**src/rtl/edc_crc_pkg.sv**
```systemverilog
package edc_crc_pkg;
  localparam int CRC_W = 8;
  localparam logic [CRC_W-1:0] CRC_POLY = 8'h07;

  typedef enum logic {
    MODE_FULL = 1'b0,
    MODE_HALF = 1'b1
  } rate_mode_e;
endpackage

```
**src/rtl/edc_crc_step.sv**
```systemverilog
// Combinational CRC advance over IN_W bits, MSB first.
module edc_crc_step
  import edc_crc_pkg::*;
#(
  parameter int IN_W = 18
) (
  input  logic [CRC_W-1:0] seed_i,
  input  logic [IN_W-1:0]  bits_i,
  output logic [CRC_W-1:0] crc_o
);
  always_comb begin
    logic [CRC_W-1:0] c;
    logic fb;
    c = seed_i;
    for (int i = IN_W - 1; i >= 0; i--) begin
      fb = c[CRC_W-1] ^ bits_i[i];
      c  = {c[CRC_W-2:0], 1'b0} ^ ({CRC_W{fb}} & CRC_POLY);
    end
    crc_o = c;
  end
endmodule

```
**src/rtl/edc_beat_ctrl.sv**
```systemverilog
module edc_beat_ctrl
  import edc_crc_pkg::*;
#(
  parameter int BEATS = 16
) (
  input  logic       clk_i,
  input  logic       rst_ni,
  input  logic       beat_valid_i,
  input  logic       half_rate_i,
  output logic       restart_o,
  output logic       half_end_o,
  output logic       burst_end_o,
  output rate_mode_e mode_o
);
  localparam int HALF_BEATS = BEATS / 2;
  localparam int CNT_W      = $clog2(BEATS);

  logic [CNT_W-1:0] cnt_q;
  rate_mode_e       mode_q;
  logic             first_beat;

  assign first_beat  = (cnt_q == '0);
  assign restart_o   = first_beat || (cnt_q == CNT_W'(HALF_BEATS));
  assign half_end_o  = beat_valid_i && (cnt_q == CNT_W'(HALF_BEATS - 1));
  assign burst_end_o = beat_valid_i && (cnt_q == CNT_W'(BEATS - 1));
  assign mode_o      = first_beat ? rate_mode_e'(half_rate_i) : mode_q;

  always_ff @(posedge clk_i or negedge rst_ni) begin
    if (!rst_ni) begin
      cnt_q  <= '0;
      mode_q <= MODE_FULL;
    end else if (beat_valid_i) begin
      cnt_q <= burst_end_o ? '0 : cnt_q + 1'b1;
      if (first_beat) mode_q <= rate_mode_e'(half_rate_i);
    end
  end

  a_r7_stall_holds_count: assert property (@(posedge clk_i) disable iff (!rst_ni)
    !beat_valid_i |=> $stable(cnt_q));

  a_r6_mode_held_in_burst: assert property (@(posedge clk_i) disable iff (!rst_ni)
    (beat_valid_i && !first_beat) |=> $stable(mode_q));
endmodule

```
**src/rtl/edc_serializer.sv**
```systemverilog
module edc_serializer #(
  parameter int W = 8
) (
  input  logic         clk_i,
  input  logic         rst_ni,
  input  logic         load_i,
  input  logic [W-1:0] din_i,
  output logic         edc_o,
  output logic         busy_o
);
  localparam int CNT_W = $clog2(W + 1);

  logic [W-1:0]     shift_q;
  logic [CNT_W-1:0] cnt_q;

  assign busy_o = (cnt_q != '0);
  assign edc_o  = busy_o & shift_q[W-1];

  always_ff @(posedge clk_i or negedge rst_ni) begin
    if (!rst_ni) begin
      shift_q <= '0;
      cnt_q   <= '0;
    end else if (load_i) begin
      shift_q <= din_i;
      cnt_q   <= CNT_W'(W);
    end else if (busy_o) begin
      shift_q <= {shift_q[W-2:0], 1'b0};
      cnt_q   <= cnt_q - 1'b1;
    end
  end

  // A new word may only land on the last bit of the previous one.
  a_r8_no_overrun: assert property (@(posedge clk_i) disable iff (!rst_ni)
    load_i |-> (cnt_q <= CNT_W'(1)));

  a_r8_msb_first: assert property (@(posedge clk_i) disable iff (!rst_ni)
    load_i |=> (busy_o && edc_o == $past(din_i[W-1])));
endmodule

```
**src/rtl/edc_burst_crc.sv**
```systemverilog
module edc_burst_crc
  import edc_crc_pkg::*;
#(
  parameter int BEATS  = 16,
  parameter int DATA_W = 16
) (
  input  logic              clk_i,
  input  logic              rst_ni,
  input  logic              half_rate_i,
  input  logic              beat_valid_i,
  input  logic [DATA_W-1:0] beat_data_i,
  input  logic [DATA_W/8-1:0] beat_inv_i,
  output logic [CRC_W-1:0]  crc_o,
  output logic              crc_valid_o,
  output logic              done_o,
  output logic              edc_o,
  output logic              edc_busy_o
);
  localparam int INV_W  = DATA_W / 8;
  localparam int WORD_W = DATA_W + INV_W;

  logic             restart, half_end, burst_end;
  rate_mode_e       mode;
  logic [WORD_W-1:0] word;
  logic [CRC_W-1:0] seed, acc_next, fold;
  logic [CRC_W-1:0] acc_q, mid_q, crc_q;
  logic             valid_q, done_q;

  edc_beat_ctrl #(.BEATS(BEATS)) u_ctrl (
    .clk_i       (clk_i),
    .rst_ni      (rst_ni),
    .beat_valid_i(beat_valid_i),
    .half_rate_i (half_rate_i),
    .restart_o   (restart),
    .half_end_o  (half_end),
    .burst_end_o (burst_end),
    .mode_o      (mode)
  );

  // Data bits first (MSB down), then the inversion flags.
  assign word = {beat_data_i, beat_inv_i};
  assign seed = restart ? '0 : acc_q;

  edc_crc_step #(.IN_W(WORD_W)) u_beat (
    .seed_i(seed),
    .bits_i(word),
    .crc_o (acc_next)
  );

  edc_crc_step #(.IN_W(CRC_W)) u_fold (
    .seed_i(mid_q),
    .bits_i(acc_next),
    .crc_o (fold)
  );

  always_ff @(posedge clk_i or negedge rst_ni) begin
    if (!rst_ni) begin
      acc_q   <= '0;
      mid_q   <= '0;
      crc_q   <= '0;
      valid_q <= 1'b0;
      done_q  <= 1'b0;
    end else begin
      valid_q <= (half_end && mode == MODE_FULL) || burst_end;
      done_q  <= burst_end;
      if (beat_valid_i) acc_q <= acc_next;
      if (half_end) mid_q <= acc_next;
      if (half_end && mode == MODE_FULL) crc_q <= acc_next;
      else if (burst_end) crc_q <= (mode == MODE_HALF) ? fold : acc_next;
    end
  end

  assign crc_o       = crc_q;
  assign crc_valid_o = valid_q;
  assign done_o      = done_q;

  edc_serializer #(.W(CRC_W)) u_ser (
    .clk_i (clk_i),
    .rst_ni(rst_ni),
    .load_i(valid_q),
    .din_i (crc_q),
    .edc_o (edc_o),
    .busy_o(edc_busy_o)
  );

  a_r5_done_after_last: assert property (@(posedge clk_i) disable iff (!rst_ni)
    burst_end |=> done_o);

  a_r5_done_with_crc: assert property (@(posedge clk_i) disable iff (!rst_ni)
    done_o |-> crc_valid_o);

  a_r3_full_mid_report: assert property (@(posedge clk_i) disable iff (!rst_ni)
    (half_end && mode == MODE_FULL) |=> (crc_valid_o && !done_o));

  a_r4_half_no_mid_report: assert property (@(posedge clk_i) disable iff (!rst_ni)
    (half_end && mode == MODE_HALF) |=> !crc_valid_o);
endmodule

```
**config.mk**
```make
export PLATFORM = sky130hd
export DESIGN_NAME = edc_burst_crc
export DESIGN_NICKNAME = d
export VERILOG_FILES = /design/src/rtl/edc_crc_pkg.sv /design/src/rtl/edc_crc_step.sv /design/src/rtl/edc_beat_ctrl.sv /design/src/rtl/edc_serializer.sv /design/src/rtl/edc_burst_crc.sv
export SDC_FILE = /design/constraint.sdc
export NUM_CORES = 1
export LEC_CHECK = 0
export BUFFER_PORTS_ARGS = -buffer_cell sky130_fd_sc_hd__buf_4
export CORE_MARGIN = 10
export CORE_UTILIZATION = 59
export DETAILED_ROUTE_END_ITERATION = 16
export GPL_TIMING_DRIVEN = 0
export PLACE_DENSITY = 0.81
export SETUP_SLACK_MARGIN = 0.1
export SYNTH_ARGS = -nofsm -noshare
export SYNTH_HDL_FRONTEND = slang
export SYNTH_SLANG_ARGS = --single-unit
```
**constraint.sdc**
```tcl
create_clock -name clk_i -period 3.8 [get_ports clk_i]
set_input_delay 0.57 -clock clk_i [delete_from_list [all_inputs] [get_ports clk_i]]
set_output_delay 0.57 -clock clk_i [all_outputs]
set_load 0.02 [all_outputs]
```
# Word level (Yosys, flattened, before mapping)
# Cells that the tools add are included.
# word_totals
reg_bits	43
in_bits	22
output_inout_bits	12
elab_cells	87
# classes
n_addsub	2
n_eq_ne	3
muxes	10
bitwise	54
n_reduce_logical	9
# ops
operator	n
XOR 8 x 3 -> 8 bit	26
two-way mux 8 bit	6
XOR 1 bit	26
two-way mux 4 bit	3
equality test 4 bit, second input constant	2
adder 4 x 1 -> 4 bit, second input constant	1
equality test 4 x 3 -> 1 bit, second input constant	1
zero test 4 bit	1
nonzero test 2 bit	2
nonzero test 4 bit	1
subtractor 4 x 1 -> 4 bit, second input constant	1
logical AND 1 bit	3
logical OR 1 bit	2
AND 1 bit	1
two-way mux 1 bit	1
NOT 1 bit	1

# Longest topological paths before layout
# logic_depth
depth_word	58
ltp_mapped	12
ltp_nobuf	10

# By module
# A second synthesis with hierarchy kept.
# hier_totals
hier_cells	235
area_unflattened_um2	2751.4
# by_module_without_submodules
mod	n_inst	cells_per_inst	area_each_um2	seq_area_each_um2
edc_burst_crc	1	83	1122.3	650.6
edc_serializer	1	62	588.1	300.3
edc_crc_step (u_beat)	1	41	574.3	0.0
edc_beat_ctrl	1	28	282.8	125.1
edc_crc_step (u_fold)	1	21	183.9	0.0

# Worst setup path after synthesis
# OpenSTA, ideal clock, no wires.
# synth_timing
kind	flip-flop to flip-flop
from	register u_ctrl.cnt_q[0]
to	register crc_q[2], in the netlist crc_o[2]
setup_ps	95
t_arrival_ps	2569
t_required_ps	3705
slack_ps	1135
stages_incl_launch_ff	12
n_path_buf	1
synth_period_minus_slack_ps	2665
cell_sequence	dfrtp_1 > inv_1 > ha_1 > nand2b_4 > buf_12 > nand2_1 > xnor2_1 > xor3_1 > xor3_2 > xor3_1 > o21a_1 > o31ai_1
# synth_via
elab_chain_len	37
word_cells_on_any_way	63
cone_classes	eq/ne: 3; mux: 5; bitwise: 49; reduce/logical: 6
# synth_lines
item	line_no	text
start, declared	edc_beat_ctrl.sv:18	logic [CNT_W-1:0] cnt_q;
start signal, assigned	edc_beat_ctrl.sv:33	cnt_q <= burst_end_o ? '0 : cnt_q + 1'b1;
equality test 4 bit / zero test 4 bit (equally long branches)	edc_beat_ctrl.sv:23, edc_beat_ctrl.sv:22	
logical OR 1 bit	edc_beat_ctrl.sv:23	assign restart_o = first_beat || (cnt_q == CNT_W'(HALF_BEATS));
two-way mux 8 bit	edc_burst_crc.sv:42	assign seed = restart ? '0 : acc_q;
XOR 1 bit	edc_crc_step.sv:16	fb = c[CRC_W-1] ^ bits_i[i];
XOR 8 x 3 -> 8 bit (6 in series)	edc_crc_step.sv:17	c = {c[CRC_W-2:0], 1'b0} ^ ({CRC_W{fb}} & CRC_POLY);
XOR 1 bit	edc_crc_step.sv:16	
XOR 8 x 3 -> 8 bit (6 in series)	edc_crc_step.sv:17	
XOR 1 bit	edc_crc_step.sv:16	
XOR 8 x 3 -> 8 bit (6 in series)	edc_crc_step.sv:17	
XOR 1 bit	edc_crc_step.sv:16	
XOR 8 x 3 -> 8 bit (6 in series)	edc_crc_step.sv:17	
XOR 1 bit / XOR 8 x 3 -> 8 bit (equally long branches)	edc_crc_step.sv:16, edc_crc_step.sv:17	
XOR 8 x 3 -> 8 bit / XOR 1 bit (equally long branches)	edc_crc_step.sv:17, edc_crc_step.sv:16	
XOR 8 x 3 -> 8 bit	edc_crc_step.sv:17	
two-way mux 8 bit (2 in series)	edc_burst_crc.sv:69	else if (burst_end) crc_q <= (mode == MODE_HALF) ? fold : acc_next;
two-way mux 8 bit	edc_burst_crc.sv:68	if (half_end && mode == MODE_FULL) crc_q <= acc_next;
end signal, assigned	edc_burst_crc.sv:68	
end signal, assigned	edc_burst_crc.sv:69	
end, declared	edc_burst_crc.sv:26	logic [CRC_W-1:0] acc_q, mid_q, crc_q;
# Several ways; a longest one is shown, not always the timed one. The select of a mux whose other input is x is not followed.
# A chain may end at the register's enable or synchronous reset.

# Worst setup path in the final report
# Same ends and word-level chain as after synthesis.

==> results.sh <==
export IMPL_status="finished clean"
export IMPL_overflow=0
export IMPL_synth_top_area_frac=0.365
export IMPL_reg2reg_slack_ns=0.76
export IMPL_vias=2043
export IMPL_crit_path_start_kind="flip-flop"
export IMPL_routabilityCongestion=0.851
export IMPL_die_y_um=90.6
export IMPL_yosys_warnings=0
export IMPL_place_ws_ns=0.704
export IMPL_n_antenna_cell=0
export IMPL_async_reset_ff_frac=1.00
export IMPL_maxSlewHeadroom=0.424
export IMPL_fin_cells=388
export IMPL_antenna_found_initial=0
export IMPL_grt_pass1_wl_um=10100
export IMPL_crit_fanout=10
export IMPL_tightest_slew_ns=0.839
export IMPL_gr_usage_all_layers=0.148
export IMPL_yosys_register_bits=43
export IMPL_yosysTopAreaCell="dfrtp_1"
export IMPL_cts_clk_slew_worst_paths_ns=0.08
export IMPL_finalWirelength_um=5820
export IMPL_utilization=0.703
export IMPL_num_fill_cells=381
export IMPL_r2r_worst_path_cells=10
export IMPL_cts_max_level=2
export IMPL_postSynthNetCount=306
export IMPL_worstHoldPathType="input port to asynchronous set/reset pin"
export IMPL_fp_row_count=25
export IMPL_path_class="flip-flop to flip-flop"
export IMPL_setup_violations=0
export IMPL_cts_root_buf="clkbuf_8"
export IMPL_synthCells=281
export IMPL_synth_edff_count=0
export IMPL_setup_tns_ns=0
export IMPL_clkLatencyLatePin_ns=0.30
export IMPL_dp_cells=381
export IMPL_grt_pass1_vias=2131
export IMPL_synthFlopType="dfrtp_1"
export IMPL_multi_input_area_mm2=0.00178
export IMPL_grt_max_degree=44
export IMPL_dieArea_mm2=0.00822
export IMPL_avgSynthCellArea_um2=10.5
export IMPL_cp_end_kind="flip-flop"
export IMPL_detail_route_antenna_nets=0
export IMPL_cp_arrival_ns=3.26
export IMPL_fin_crit_sh=0.801
export IMPL_regArea_mm2=0.00108
export IMPL_fin_skew_ns=0.00749
export IMPL_cap_violations=0
export IMPL_cts_tree="yes"
export IMPL_rsz0062_at_grt="no"
export IMPL_io_pins=34
export IMPL_max_freq_ghz=0.329
export IMPL_cts_path_max_buffers=2
export IMPL_synth_cell_types=38
export IMPL_vias_per_cell=5.27
export IMPL_io_buffers=33
export IMPL_synthTopCellsByArea="dfrtp_1 (37%), xnor2_1 (16%), xor2_1 (6.8%)"
export IMPL_worstPathRequired_ns=4.01
export IMPL_setup_ws_ns=0.756
export IMPL_start_util=0.615
export IMPL_synth_seq_area_share=0.365
export IMPL_drive_gt1_frac=0.168
export IMPL_initialDrtViolationCount=108
export IMPL_syn_to_final_growth_pct=14.2
export IMPL_drv_slew=0
export IMPL_coreArea_mm2=0.00479
export IMPL_rr_endpoint="crc_o[2]"
export IMPL_cts_num_sinks=43
export IMPL_drc_errors=0
export IMPL_hold_violations=0
export IMPL_rr_startpoint="u_ctrl.cnt_q[0]"
export IMPL_die_width_um=90.6
export IMPL_wl_per_cell_um=15.0
export IMPL_post_cts_buffers=0
export IMPL_hpwl_um=4690
export IMPL_netlist_area_mm2=0.00294
export IMPL_dr_pass1_iters=4
export IMPL_nets=346
export IMPL_period_minus_slack_ns=3.04
export IMPL_hold_buffers=0
export IMPL_cts_resized=0
export IMPL_cts_buffers=5
-- cells in the mapped netlist, drive strengths merged, types with 2 or more instances --
cell type,count
xnor2,57
dfrtp,43
nand2,36
xor2,24
o21ai,22
nor2,16
a21oi,12
mux2i,10
inv,9
clkbuf,7
xnor3,6
xor3,6
mux2,4
nand2b,4
ha,3
nor3,3
a211o,2
buf,2
nand3,2
o31ai,2
-- kinds of logic (layout without fill, tap and decap cells) --
| family | count (synthesis) | in the layout | synth area share |
|---|---|---|---|
| AND/OR/NAND/NOR | 68 | 68 | 0.108 |
| buffers and inverters | 18 | 58 | 0.0285 |
| multiplexers | 14 | 14 | 0.0493 |
| AO/OA/AOI/OAI | 42 | 42 | 0.0791 |
| adder cells (fa/ha/maj) | 3 | 3 | 0.0128 |
| flip-flops | 43 | 43 | 0.365 |
| XOR/XNOR | 93 | 93 | 0.357 |
-- metal layers --
metal	global-route usage	wire [µm]	vias up
met5	0	0	-
met4	0.0531	121	0
met3	0.0324	241	12
met2	0.246	2930	41
met1	0.183	2530	988
li1	-	-	1002
-- stage by stage --
step / area, µm² / hold slack, ns
after floorplan: 2940 / 0.274
after global placement: 3280 / 0.467
after detailed placement: 3280 / 0.489
after CTS: 3360 / 0.267
after global routing: 3360 / 0.290
final: 3360 / 0.247
-- state kept, by name, indices dropped and copies added, names as in the netlist --
register       flops
acc_q              8
crc_o              8
mid_q              8
u_ser.shift_q      8
u_ctrl.cnt_q       4
u_ser.cnt_q        4
crc_valid_o        1
done_o             1
u_ctrl.mode_q      1
-- area by class of cell --
type | count | share of cell area
inverters | 9 | 0.0100
multi-input cells | 220 | 0.531
flip-flops and latches | 43 | 0.320
clock buffers | 6 | 0.0246
repair buffers | 33 | 0.0737
plain buffers | 9 | 0.0149
clock inverters | 1 | 0.00149
well taps | 67 | 0.0249
-- critical path, cell delays in order, from the launching register on --
cell and delay (ns):
dfrtp_1 0.39, inv_1 0.09, ha_1 0.23, nand2b_4 0.09, buf_12 0.13, nand2_1 0.10, xnor2_1 0.64, xor3_2 0.54
xor3_1 0.39, o21a_1 0.18, o31ai_1 0.17
-- cell usage in the layout, fill, tap and decap left out, types with 6 or more instances in the layout --
master,count
xor2_1,23
inv_1,9
o21ai_0,22
mux2i_1,10
nor2_1,16
clkbuf_8,6
xnor2_1,54
xnor3_1,6
a21oi_1,12
buf_4,33
clkbuf_1,7
dfrtp_1,43
nand2_1,34
-- how the worst max path moves through the flow --
stage / start / to / depth (start not counted)
CTS: u_ctrl.cnt_q[0] / crc_o[2] / 10
detailed placement: beat_data_i[15] / crc_o[2] / 8
finish: u_ctrl.cnt_q[0] / crc_o[2] / 10
global route: u_ctrl.cnt_q[0] / crc_o[7] / 12
global placement: beat_data_i[15] / crc_o[2] / 8
floorplan: u_ctrl.cnt_q[0] / crc_o[2] / 11
Power is not shown: default switching activity piles up to over one toggle a cycle in this logic, so the estimate is an artifact.
